[src/rtl/blkxfer_pkg.sv]
// Shared types for the block transfer sequencer.
// Assumes a 2-bit mode code whose upper bit selects the downward direction.
package blkxfer_pkg;
    typedef enum logic [1:0] {
        AM_INC_AFTER  = 2'd0,
        AM_INC_BEFORE = 2'd1,
        AM_DEC_AFTER  = 2'd2,
        AM_DEC_BEFORE = 2'd3
    } addr_mode_t;

    typedef enum logic [1:0] {
        ST_IDLE   = 2'd0,
        ST_MOVE   = 2'd1,
        ST_FINISH = 2'd2
    } seq_state_t;

    localparam int unsigned WORD_SHIFT = 2;
endpackage

[src/rtl/blkxfer_addr_plan.sv]
// Computes the register count, the first access address and the final base of a command.
// Assumes word-sized slots; pure combinational logic, no state.
module blkxfer_addr_plan #(
    parameter int unsigned XLEN = 32,
    parameter int unsigned NREG = 16,
    localparam int unsigned CW  = $clog2(NREG + 1)
) (
    input  logic [XLEN-1:0]          base,
    input  logic [NREG-1:0]          list,
    input  blkxfer_pkg::addr_mode_t  mode,
    output logic [CW-1:0]            count,
    output logic [XLEN-1:0]          start_addr,
    output logic [XLEN-1:0]          final_base
);
    import blkxfer_pkg::*;

    logic [CW-1:0]   psum [NREG+1];
    logic [XLEN-1:0] span;
    logic [XLEN-1:0] word;

    assign psum[0] = '0;
    // Ripple population count over the mask.
    for (genvar g = 0; g < NREG; g++) begin : g_pop
        assign psum[g+1] = psum[g] + CW'(list[g]);
    end
    assign count = psum[NREG];
    assign span  = XLEN'(count) << WORD_SHIFT;
    assign word  = XLEN'(1) << WORD_SHIFT;

    // Start and end positions per addressing mode.
    always_comb begin
        unique case (mode)
            AM_INC_AFTER:  start_addr = base;
            AM_INC_BEFORE: start_addr = base + word;
            AM_DEC_AFTER:  start_addr = base - span + word;
            default:       start_addr = base - span;
        endcase
        final_base = mode[1] ? (base - span) : (base + span);
    end
endmodule

[src/rtl/blkxfer_pick.sv]
// Selects the lowest set bit of the remaining mask and the mask left after it.
// Assumes nothing about the mask; outputs index 0 for an empty mask.
module blkxfer_pick #(
    parameter int unsigned NREG = 16,
    localparam int unsigned IW  = $clog2(NREG)
) (
    input  logic [NREG-1:0] list,
    output logic [IW-1:0]   idx,
    output logic [NREG-1:0] rest,
    output logic            last
);
    // Priority scan from the top so the lowest set bit wins.
    always_comb begin
        idx = '0;
        for (int i = NREG - 1; i >= 0; i--) begin
            if (list[i]) idx = IW'(i);
        end
    end
    assign rest = list & (list - NREG'(1));
    assign last = (rest == '0);
endmodule

[src/rtl/blkxfer_seq.sv]
// Block transfer sequencer: one memory access per selected register, ascending.
// Assumes a combinational register read port and a request/ready memory port.
module blkxfer_seq #(
    parameter int unsigned XLEN = 32,
    parameter int unsigned NREG = 16,
    localparam int unsigned IW  = $clog2(NREG),
    localparam int unsigned CW  = $clog2(NREG + 1)
) (
    input  logic            clk,
    input  logic            rst_n,
    input  logic            cmd_valid,
    input  logic [XLEN-1:0] cmd_base,
    input  logic [NREG-1:0] cmd_list,
    input  logic            cmd_load,
    input  logic [1:0]      cmd_mode,
    input  logic            cmd_wb,
    output logic            busy,
    output logic            mem_req,
    output logic            mem_we,
    output logic [XLEN-1:0] mem_addr,
    output logic [XLEN-1:0] mem_wdata,
    input  logic [XLEN-1:0] mem_rdata,
    input  logic            mem_ready,
    output logic [IW-1:0]   rf_raddr,
    input  logic [XLEN-1:0] rf_rdata,
    output logic            rf_we,
    output logic [IW-1:0]   rf_waddr,
    output logic [XLEN-1:0] rf_wdata,
    output logic            done,
    output logic [XLEN-1:0] base_out,
    output logic            base_we
);
    import blkxfer_pkg::*;

    seq_state_t      state;
    logic [NREG-1:0] list_q;
    logic [XLEN-1:0] addr_q;
    logic [XLEN-1:0] final_q;
    logic            load_q;
    logic            wb_q;

    logic [CW-1:0]   plan_count;
    logic [XLEN-1:0] plan_start;
    logic [XLEN-1:0] plan_final;
    logic [IW-1:0]   cur_idx;
    logic [NREG-1:0] rest;
    logic            last;
    logic            accept;
    logic            step;

    blkxfer_addr_plan #(.XLEN(XLEN), .NREG(NREG)) u_plan (
        .base       (cmd_base),
        .list       (cmd_list),
        .mode       (addr_mode_t'(cmd_mode)),
        .count      (plan_count),
        .start_addr (plan_start),
        .final_base (plan_final)
    );

    blkxfer_pick #(.NREG(NREG)) u_pick (
        .list (list_q),
        .idx  (cur_idx),
        .rest (rest),
        .last (last)
    );

    assign accept = (state == ST_IDLE) && cmd_valid;
    assign step   = (state == ST_MOVE) && mem_ready;

    // Sequencer state and per-command registers.
    always_ff @(posedge clk) begin
        if (!rst_n) begin
            state   <= ST_IDLE;
            list_q  <= '0;
            addr_q  <= '0;
            final_q <= '0;
            load_q  <= 1'b0;
            wb_q    <= 1'b0;
        end else begin
            unique case (state)
                ST_IDLE: if (accept) begin
                    list_q  <= cmd_list;
                    addr_q  <= plan_start;
                    final_q <= plan_final;
                    load_q  <= cmd_load;
                    wb_q    <= cmd_wb;
                    state   <= (plan_count == '0) ? ST_FINISH : ST_MOVE;
                end
                ST_MOVE: if (step) begin
                    list_q <= rest;
                    addr_q <= addr_q + (XLEN'(1) << WORD_SHIFT);
                    if (last) state <= ST_FINISH;
                end
                default: state <= ST_IDLE;
            endcase
        end
    end

    // Output decode from the current state.
    assign busy      = (state != ST_IDLE);
    assign mem_req   = (state == ST_MOVE);
    assign mem_we    = mem_req && !load_q;
    assign mem_addr  = addr_q;
    assign rf_raddr  = cur_idx;
    assign mem_wdata = rf_rdata;
    assign rf_we     = step && load_q;
    assign rf_waddr  = cur_idx;
    assign rf_wdata  = mem_rdata;
    assign done      = (state == ST_FINISH);
    assign base_out  = final_q;
    assign base_we   = done && wb_q;

    p_idle_quiet_r1: assert property (@(posedge clk) disable iff (!rst_n)
        !busy |-> (!mem_req && !rf_we && !done));

    p_addr_step_r2: assert property (@(posedge clk) disable iff (!rst_n)
        (mem_req && mem_ready && !last) |=>
            (mem_req && mem_addr == $past(mem_addr) + 32'd4));

    p_load_write_r6: assert property (@(posedge clk) disable iff (!rst_n)
        rf_we |-> (mem_req && mem_ready && !mem_we));

    p_hold_r7: assert property (@(posedge clk) disable iff (!rst_n)
        (mem_req && !mem_ready) |=>
            (mem_req && $stable(mem_addr) && $stable(rf_raddr)));

    p_empty_done_r8: assert property (@(posedge clk) disable iff (!rst_n)
        (accept && cmd_list == '0) |=>
            (done && !mem_req && base_out == $past(cmd_base)));

    p_done_pulse_r10: assert property (@(posedge clk) disable iff (!rst_n)
        done |=> (!done && !busy));
endmodule

[config.mk]
export PLATFORM = sky130hd
export DESIGN_NAME = blkxfer_seq
export DESIGN_NICKNAME = d
export VERILOG_FILES = /design/src/rtl/blkxfer_pkg.sv /design/src/rtl/blkxfer_addr_plan.sv /design/src/rtl/blkxfer_pick.sv /design/src/rtl/blkxfer_seq.sv
export SDC_FILE = /design/constraint.sdc
export NUM_CORES = 1
export LEC_CHECK = 0
export ABC_AREA = 0
export BUFFER_PORTS_ARGS = -buffer_cell sky130_fd_sc_hd__buf_4
export CAP_MARGIN = 40
export CORE_ASPECT_RATIO = 0.75
export CORE_MARGIN = 2
export CORE_UTILIZATION = 55
export CTS_CLUSTER_DIAMETER = 60
export DETAILED_ROUTE_END_ITERATION = 8
export PLACE_DENSITY = 0.88
export SLEW_MARGIN = 5
export SYNTH_ARGS = -nofsm -noshare
export SYNTH_HDL_FRONTEND = slang
export SYNTH_SLANG_ARGS = --single-unit
[constraint.sdc]
create_clock -name clk -period 13.4 [get_ports clk]
set_input_delay 0.67 -clock clk [delete_from_list [all_inputs] [get_ports clk]]
set_output_delay 0.67 -clock clk [all_outputs]
set_load 0.01 [all_outputs]
==> results.md, run 1 <==
* Result of the run: finished clean
* Syn_nets at about 1,400
* Met3 routed wirelength at roughly 4.4 mm
* Skew final at around 4.4 ps
* Global-route wire length before repair at slightly below 50 mm
* Met2 Routed Length at between 10 and 15 mm
* Highest metal used: met4
* Areal power density over the cells at between 150 and 200 nW/um^2
* Area added between synthesis and finish at 9.907%
* Via density per instance at approximately 6.6
* Routed wire length at roughly 32 mm
* Synthesized area at ~9000 um^2
* Clock-pin slew on the worst setup and hold paths at roughly 70 ps
* Hold/Removal Path Class: register to register
* Post-route DRC at 0
* Cell Rows at 40
* Ordered list of cells on the worst path: buf_4, fa_1, inv_1, fa_1, inv_1, fa_1, inv_1, fa_1, fa_1, fa_1, xor2_1, inv_1, ha_1, and2b_4, a2111oi_4, o21ai_0, a222oi_1, o2111ai_2, nor4_4, a21oi_1, o311ai_1, o211a_1
* Die boundary width at about 150 um
* Data arrival time of the worst path at slightly above 8000 ps
* I/O pin count at 262
* Rel. slew slack at ~36%
* Fmax at 125.9 MHz
* Count of non-filler cells in the finished layout at about 1,500
* Final non-filler cell area at 9869 um^2
* Post-CTS Repair Setup Buffers at 0
* Routability congestion estimate from global placement at ~1.0
* Remaining Overflow, GRT at 0
* Power consumption at ~1.8 mW
* Maximum number of pins on one net before global-route repair at 95
* Wire length per cell after detailed routing at about 21 um
* Endpoints failing hold at 0
* Sequential cell area fraction in the yosys report at a little under a fifth
* Unrepaired setup endpoints after global routing: false
* Number of fill cells in the layout at ~1,500
* Slowest cell delay on critical path at 830 ps
* Number of flops mapped to enable cells by yosys at 0
* Highest-delay cell along the critical path: a222oi_1
* Share of async-settable or async-resettable flops after synthesis at 0%
* Critical path capture point type: register
* CTS Root Buffer Type: clkbuf_16
* Number of H-tree branching levels at 3
* Drt first pass iters at 8
* Quantity of gates resized following cts at 0
* Final-stage net count at roughly 1,400
* Cell with the most instances on the worst path: fa_1
* Total negative slack at 0 ps
* Leak pwr at between 3 and 4 nW
* Number of cells in the design after placement at roughly 1,500
* IO buf count at 133
* Mean instance size in the synthesized netlist at between 6 and 7 um^2
* Final worst-path cycle share at around three fifths
* Synth Instances at between 1,000 and 1,500
* Ranking of synthesized cells by area: dfxtp_1, nand2_1, buf_4
* Minimum setup slack among reg-to-reg paths at approximately 10,000 ps
* Sinks on the clock net at between 80 and 90
* Area inside the core boundary at 16,020 um^2
* Initial core utilization at a little under three fifths
* Violation count after the first detailed-route iteration at approximately 1,400
* Final-report max-slew violation count at 0
* Unique masters post-synth at 77
* Clock period minus final worst setup slack at 7940 ps
* Peak supply drop at 0.1243 mV
* Category of cells accounting for the largest share of critical-path delay: adder cells
* Total inserted antenna cells at 0
* Transition time at the pin with the least slew margin at about 970 ps
* Total of warnings raised by yosys at 0
* Via count of the first global-routing pass at between 8,000 and 9,000
* Die Y at around 110 um
* Detail Route Antenna Nets at 0
* Length of routed wiring on met1 at around 13 mm
* Maximum Capacitance Violations at 0
* Clock Tree Buf Depth at 2
* Dominant cell type by area after synthesis: dfxtp_1
* CTS Buf Count at 9
* Number of buffers added to fix hold violations after cts at 0
* Clock latency at the later pin of the worst-skew pair at between 300 and 400 ps
* Yosys reg bits at between 80 and 90
* Total routing resource utilization after global routing at 35.82%
* Fraction of layout cells with a size suffix above 1 at 14.76%
* Yosys top cell area share at about a fifth
* Placed Instance Area at 9545 um^2
* Die area at roughly 17,000 um^2
* Dominant synthesized flop cell: dfxtp_1
* Antenna violations before repair at 1
* Number of buffers and inverters on the critical path at 5
* Required time of the critical path at about 14,000 ps
* TritonCTS clock tree: built
* Type of origin of the critical path: primary input
* Class of the most critical setup path: primary input to register
* Critical-path maximum fanout at 17
* Total setup violations reported at the end of the flow at 0
* HPWL Detailed at 23.11 mm
* Total vias in the final route at about 10,000
[final timing paths]
check	from	to	cells past startpoint
worst min register to register	base_out[5]	base_out[5]	2
worst max register to register	state[0]	base_out[27]	6
worst min-delay path	base_out[5]	base_out[5]	2
worst max-delay path	cmd_list[2]	mem_addr[24]	22
[cell usage after synthesis, types with 16 or more instances]
cell and n:
dfxtp_1 84, and3_1 22, inv_1 49, a21boi_0 24, and2_1 28, nor3_1 42
o21ai_0 97, nand4_1 23, nor4_1 29, xor2_1 33, nor2b_1 16, nor2_1 89
a21oi_1 72, ha_1 20, nand3_1 52, a31oi_1 23, xnor2_1 46, clkbuf_1 86
nand2_1 141, buf_4 68
[worst min-delay path: stages (launching register included)]
cell      delay (ps)
dfxtp_1          310
nand2_1           50
a21boi_0          60
[flip-flops by register name (all words and copies together), names as in the netlist]
name	count
base_out	32
list_q	16
load_q	1
mem_addr	32
state	2
wb_q	1
[layout by cell type (no fill, tap or decap), types with 24 or more instances in the layout]
master      n
xnor2_1    46
buf_4     146
inv_1      49
nand2_1   140
nand3_1    52
o21ai_0    97
a21oi_1    72
a21boi_0   24
dfxtp_1    84
nor2_1     87
and2_1     28
xor2_1     33
nor4_1     28
nor3_1     42
[power breakdown]
group | internal [mW] | switching, mW | total (mW)
clock network | 0.166 | 0.120 | 0.286
registers | 0.325 | 0.0977 | 0.422
logic | 0.441 | 0.684 | 1.13
[area by class of cell]
class,count,area [um^2],area share (%)
multi-input combinational,989,6248,63.31
sequential,84,1682,17.04
timing repair buffer,154,1161,11.76
tap,210,262.8,2.662
clock buffer,10,229.0,2.320
inverter,51,191.4,1.940
clock inverter,6,95.09,0.9635
[kinds of logic after synthesis]
family	count (synthesis)	synth area share, %
AND/OR/NAND/NOR	508	28.63
adder cells (fa/ha/maj)	35	5.796
flip-flops	84	18.73
multiplexers	9	1.003
buffers and inverters	213	11.87
AO/OA/AOI/OAI	358	26.26
XOR/XNOR	79	7.705
[routing by layer]
| layer | up-vias | global-route usage [%] |
|---|---|---|
| met5 | - | 0 |
| met2 | 689 | 50.50 |
| met4 | 0 | 15.06 |
| li1 | 4565 | - |
| met3 | 115 | 12.23 |
| met1 | 4583 | 49.54 |
[through the flow]
step | hold WS, ps | util, % | worst slack, ps
after floorplan | 438.8 | - | 6456
after global placement | 453.8 | 59.05 | 5405
after detailed placement | 462.7 | 59.60 | 5288
after CTS | 471.9 | 61.63 | 5634
after global routing | 499.5 | 61.63 | 5034
final | 471.6 | 61.63 | 5460
Power figures use the tool's default switching activity.
==> inputs of run 2 (changes only) <==
- CORE_UTILIZATION: 55 -> 49
- PLACE_DENSITY: 0.88 -> 0.83
- clock period: 13.4 -> 7.23 ns (I/O delays scaled with it)
==> results.md, run 2 (same netlist as run 1, synthesis figures left out) <==
* Result of the run: finished clean
* Die boundary width at 160.3 um
* Comb pwr share at 60.9%
* Final non-filler cell area at just over 10,000 um^2
* Unrepaired setup endpoints after global routing: false
* Number of buffers added to fix hold violations after cts at 0
* Required time of the critical path at approximately 7500 ps
* Fraction of layout cells with a size suffix above 1 at between 10% and 20%
* Area inside the core boundary at between 15,000 and 20,000 um^2
* Area added between synthesis and finish at 12.29%
* Hold/Removal Path Class: primary input to register
* Final-stage net count at approximately 1,500
* TritonCTS clock tree: built
* Critical-path maximum fanout at 13
* Part of the power in registers at 22.5%
* Placed Instance Area at 9714 um^2
* Leak pwr at 3.910 nW
* Worst slack after detailed placement at roughly 130 ps
* Total negative slack at 0 ps
* Final-report max-slew violation count at 0
* Violation count after the first detailed-route iteration at roughly 1,400
* Die area at slightly below 20,000 um^2
* Count of non-filler cells in the finished layout at between 1,500 and 2,000
* Total inserted antenna cells at 0
* Endpoints failing hold at 0
* Category of cells accounting for the largest share of critical-path delay: adder cells
* Post-route DRC at 0
* Quantity of gates resized following cts at 0
* Routed wire length at between 30 and 40 mm
* Leading cell types in the layout, fill and taps excluded: buf_4, nand2_1, o21ai_0
* Net Sw Frac at a little under half
* Highest-delay cell along the critical path: fa_1
* Sinks on the clock net at 84
* Class of the most critical setup path: primary input to register
* Cell Rows at 42
* Die Y at between 100 and 150 um
* Drt first pass iters at 6
* Post-CTS Repair Setup Buffers at 0
* Initial core utilization at 50.41%
* Number of buffers and inverters on the critical path at 6
* Cell with the most instances on the worst path: fa_1
* CTS Buf Count at 9
* Critical path capture point type: register
* Minimum setup slack in the final design at 374.1 ps
* Total routing resource utilization after global routing at 32.13%
* Via count of the first global-routing pass at a little over 9,000
* Switching component of the power at between 1.5 and 2 mW
* Power consumption at around 3.5 mW
* Total vias in the final route at approximately 10,000
* Remaining Overflow, GRT at 0
* Maximum Capacitance Violations at 0
* Transition time at the pin with the least slew margin at 919.4 ps
* Number of H-tree branching levels at 3
* Part of the total power dissipated in the clock network at around 17%
* Fmax at between 100 and 150 MHz
* Total setup violations reported at the end of the flow at 0
* Routability congestion estimate from global placement at ~1
* Areal power density over the cells at about 340 nW/um^2
* Utilization of the core after routing at between 50% and 60%
* Number of cells in the design after placement at 1,537
* Clock period minus final worst setup slack at roughly 6900 ps
* Skew final at roughly 9 ps
* Rel. slew slack at between 30% and 40%
* Antenna violations before repair at 1
* Ordered list of cells on the worst path: buf_4, fa_1, inv_1, fa_1, inv_1, fa_1, inv_1, fa_1, fa_1, fa_1, xor2_1, inv_1, ha_1, nor2_1, o311a_1, buf_4, nor3_1, xor2_1, nand4_1, nor4_1, xnor2_1, a311oi_1, nor2_1
* Detail Route Antenna Nets at 0
* I/O pin count at 262
* Slowest cell delay on critical path at around 530 ps
* Final worst-path cycle share at between 90% and 100%
* Via density per instance at between 6 and 7
* Wire length per cell after detailed routing at between 20 and 25 um
* Type of origin of the critical path: primary input
* Design internal power at ~1.8 mW
* Hold Slack at 257.0 ps
* Clock-pin slew on the worst setup and hold paths at 70 ps
* Global-route wire length before repair at 49.67 mm
* Clock Tree Buf Depth at 2
* Maximum number of pins on one net before global-route repair at 95
* Peak supply drop at between 0.2 and 0.3 mV
* Most common cell after layout, fill and taps aside: buf_4
* CTS Root Buffer Type: clkbuf_16
* Clock latency at the later pin of the worst-skew pair at 370 ps
* HPWL Detailed at 23.04 mm
* Data arrival time of the worst path at just over 7000 ps
* IO buf count at ~130
## run 2: worst register-to-register path, delay by kind of cell, from the launching register on
kind,cells,cell delay (ps)
AND/OR/NAND/NOR,3,850
flip-flops,1,820
buffers and inverters,2,740
multiplexers,2,510
AO/OA/AOI/OAI,1,150
## run 2: final timing paths
kind	endpoint	start	slack [ps]	depth (start not counted)
hold / removal	load_q	cmd_load	260	3
setup reg to reg	base_out[29]	state[0]	4100	8
setup / recovery	mem_addr[21]	cmd_list[2]	370	23
hold reg to reg	base_out[1]	base_out[1]	470	2
## run 2: area by class of cell
type	count	area, um^2
fillers	1658	7731
multi-input cells	989	6254
flip-flops and latches	84	1682
repair buffers	171	1296
well taps	242	302.8
clock buffers	10	239.0
inverters	51	191.4
clock inverters	6	118.9
## run 2: power by group through the flow
stage	clock (mW)	sequential, mW	combinational, mW
after floorplan	0	0.764	1.42
after global placement	0	0.774	2.00
after detailed placement	0	0.780	2.06
after CTS	0.579	0.771	2.08
after global routing	0.599	0.800	2.31
final	0.577	0.778	2.11
## run 2: layer usage
metal / up-vias / GRT usage, % / wire length [um]
met5: - / 0 / 13
met4: 2 / 11.37 / 1007
met3: 79 / 8.852 / 3747
met2: 662 / 49.38 / 13540
met1: 4648 / 43.36 / 13180
li1: 4600 / - / -
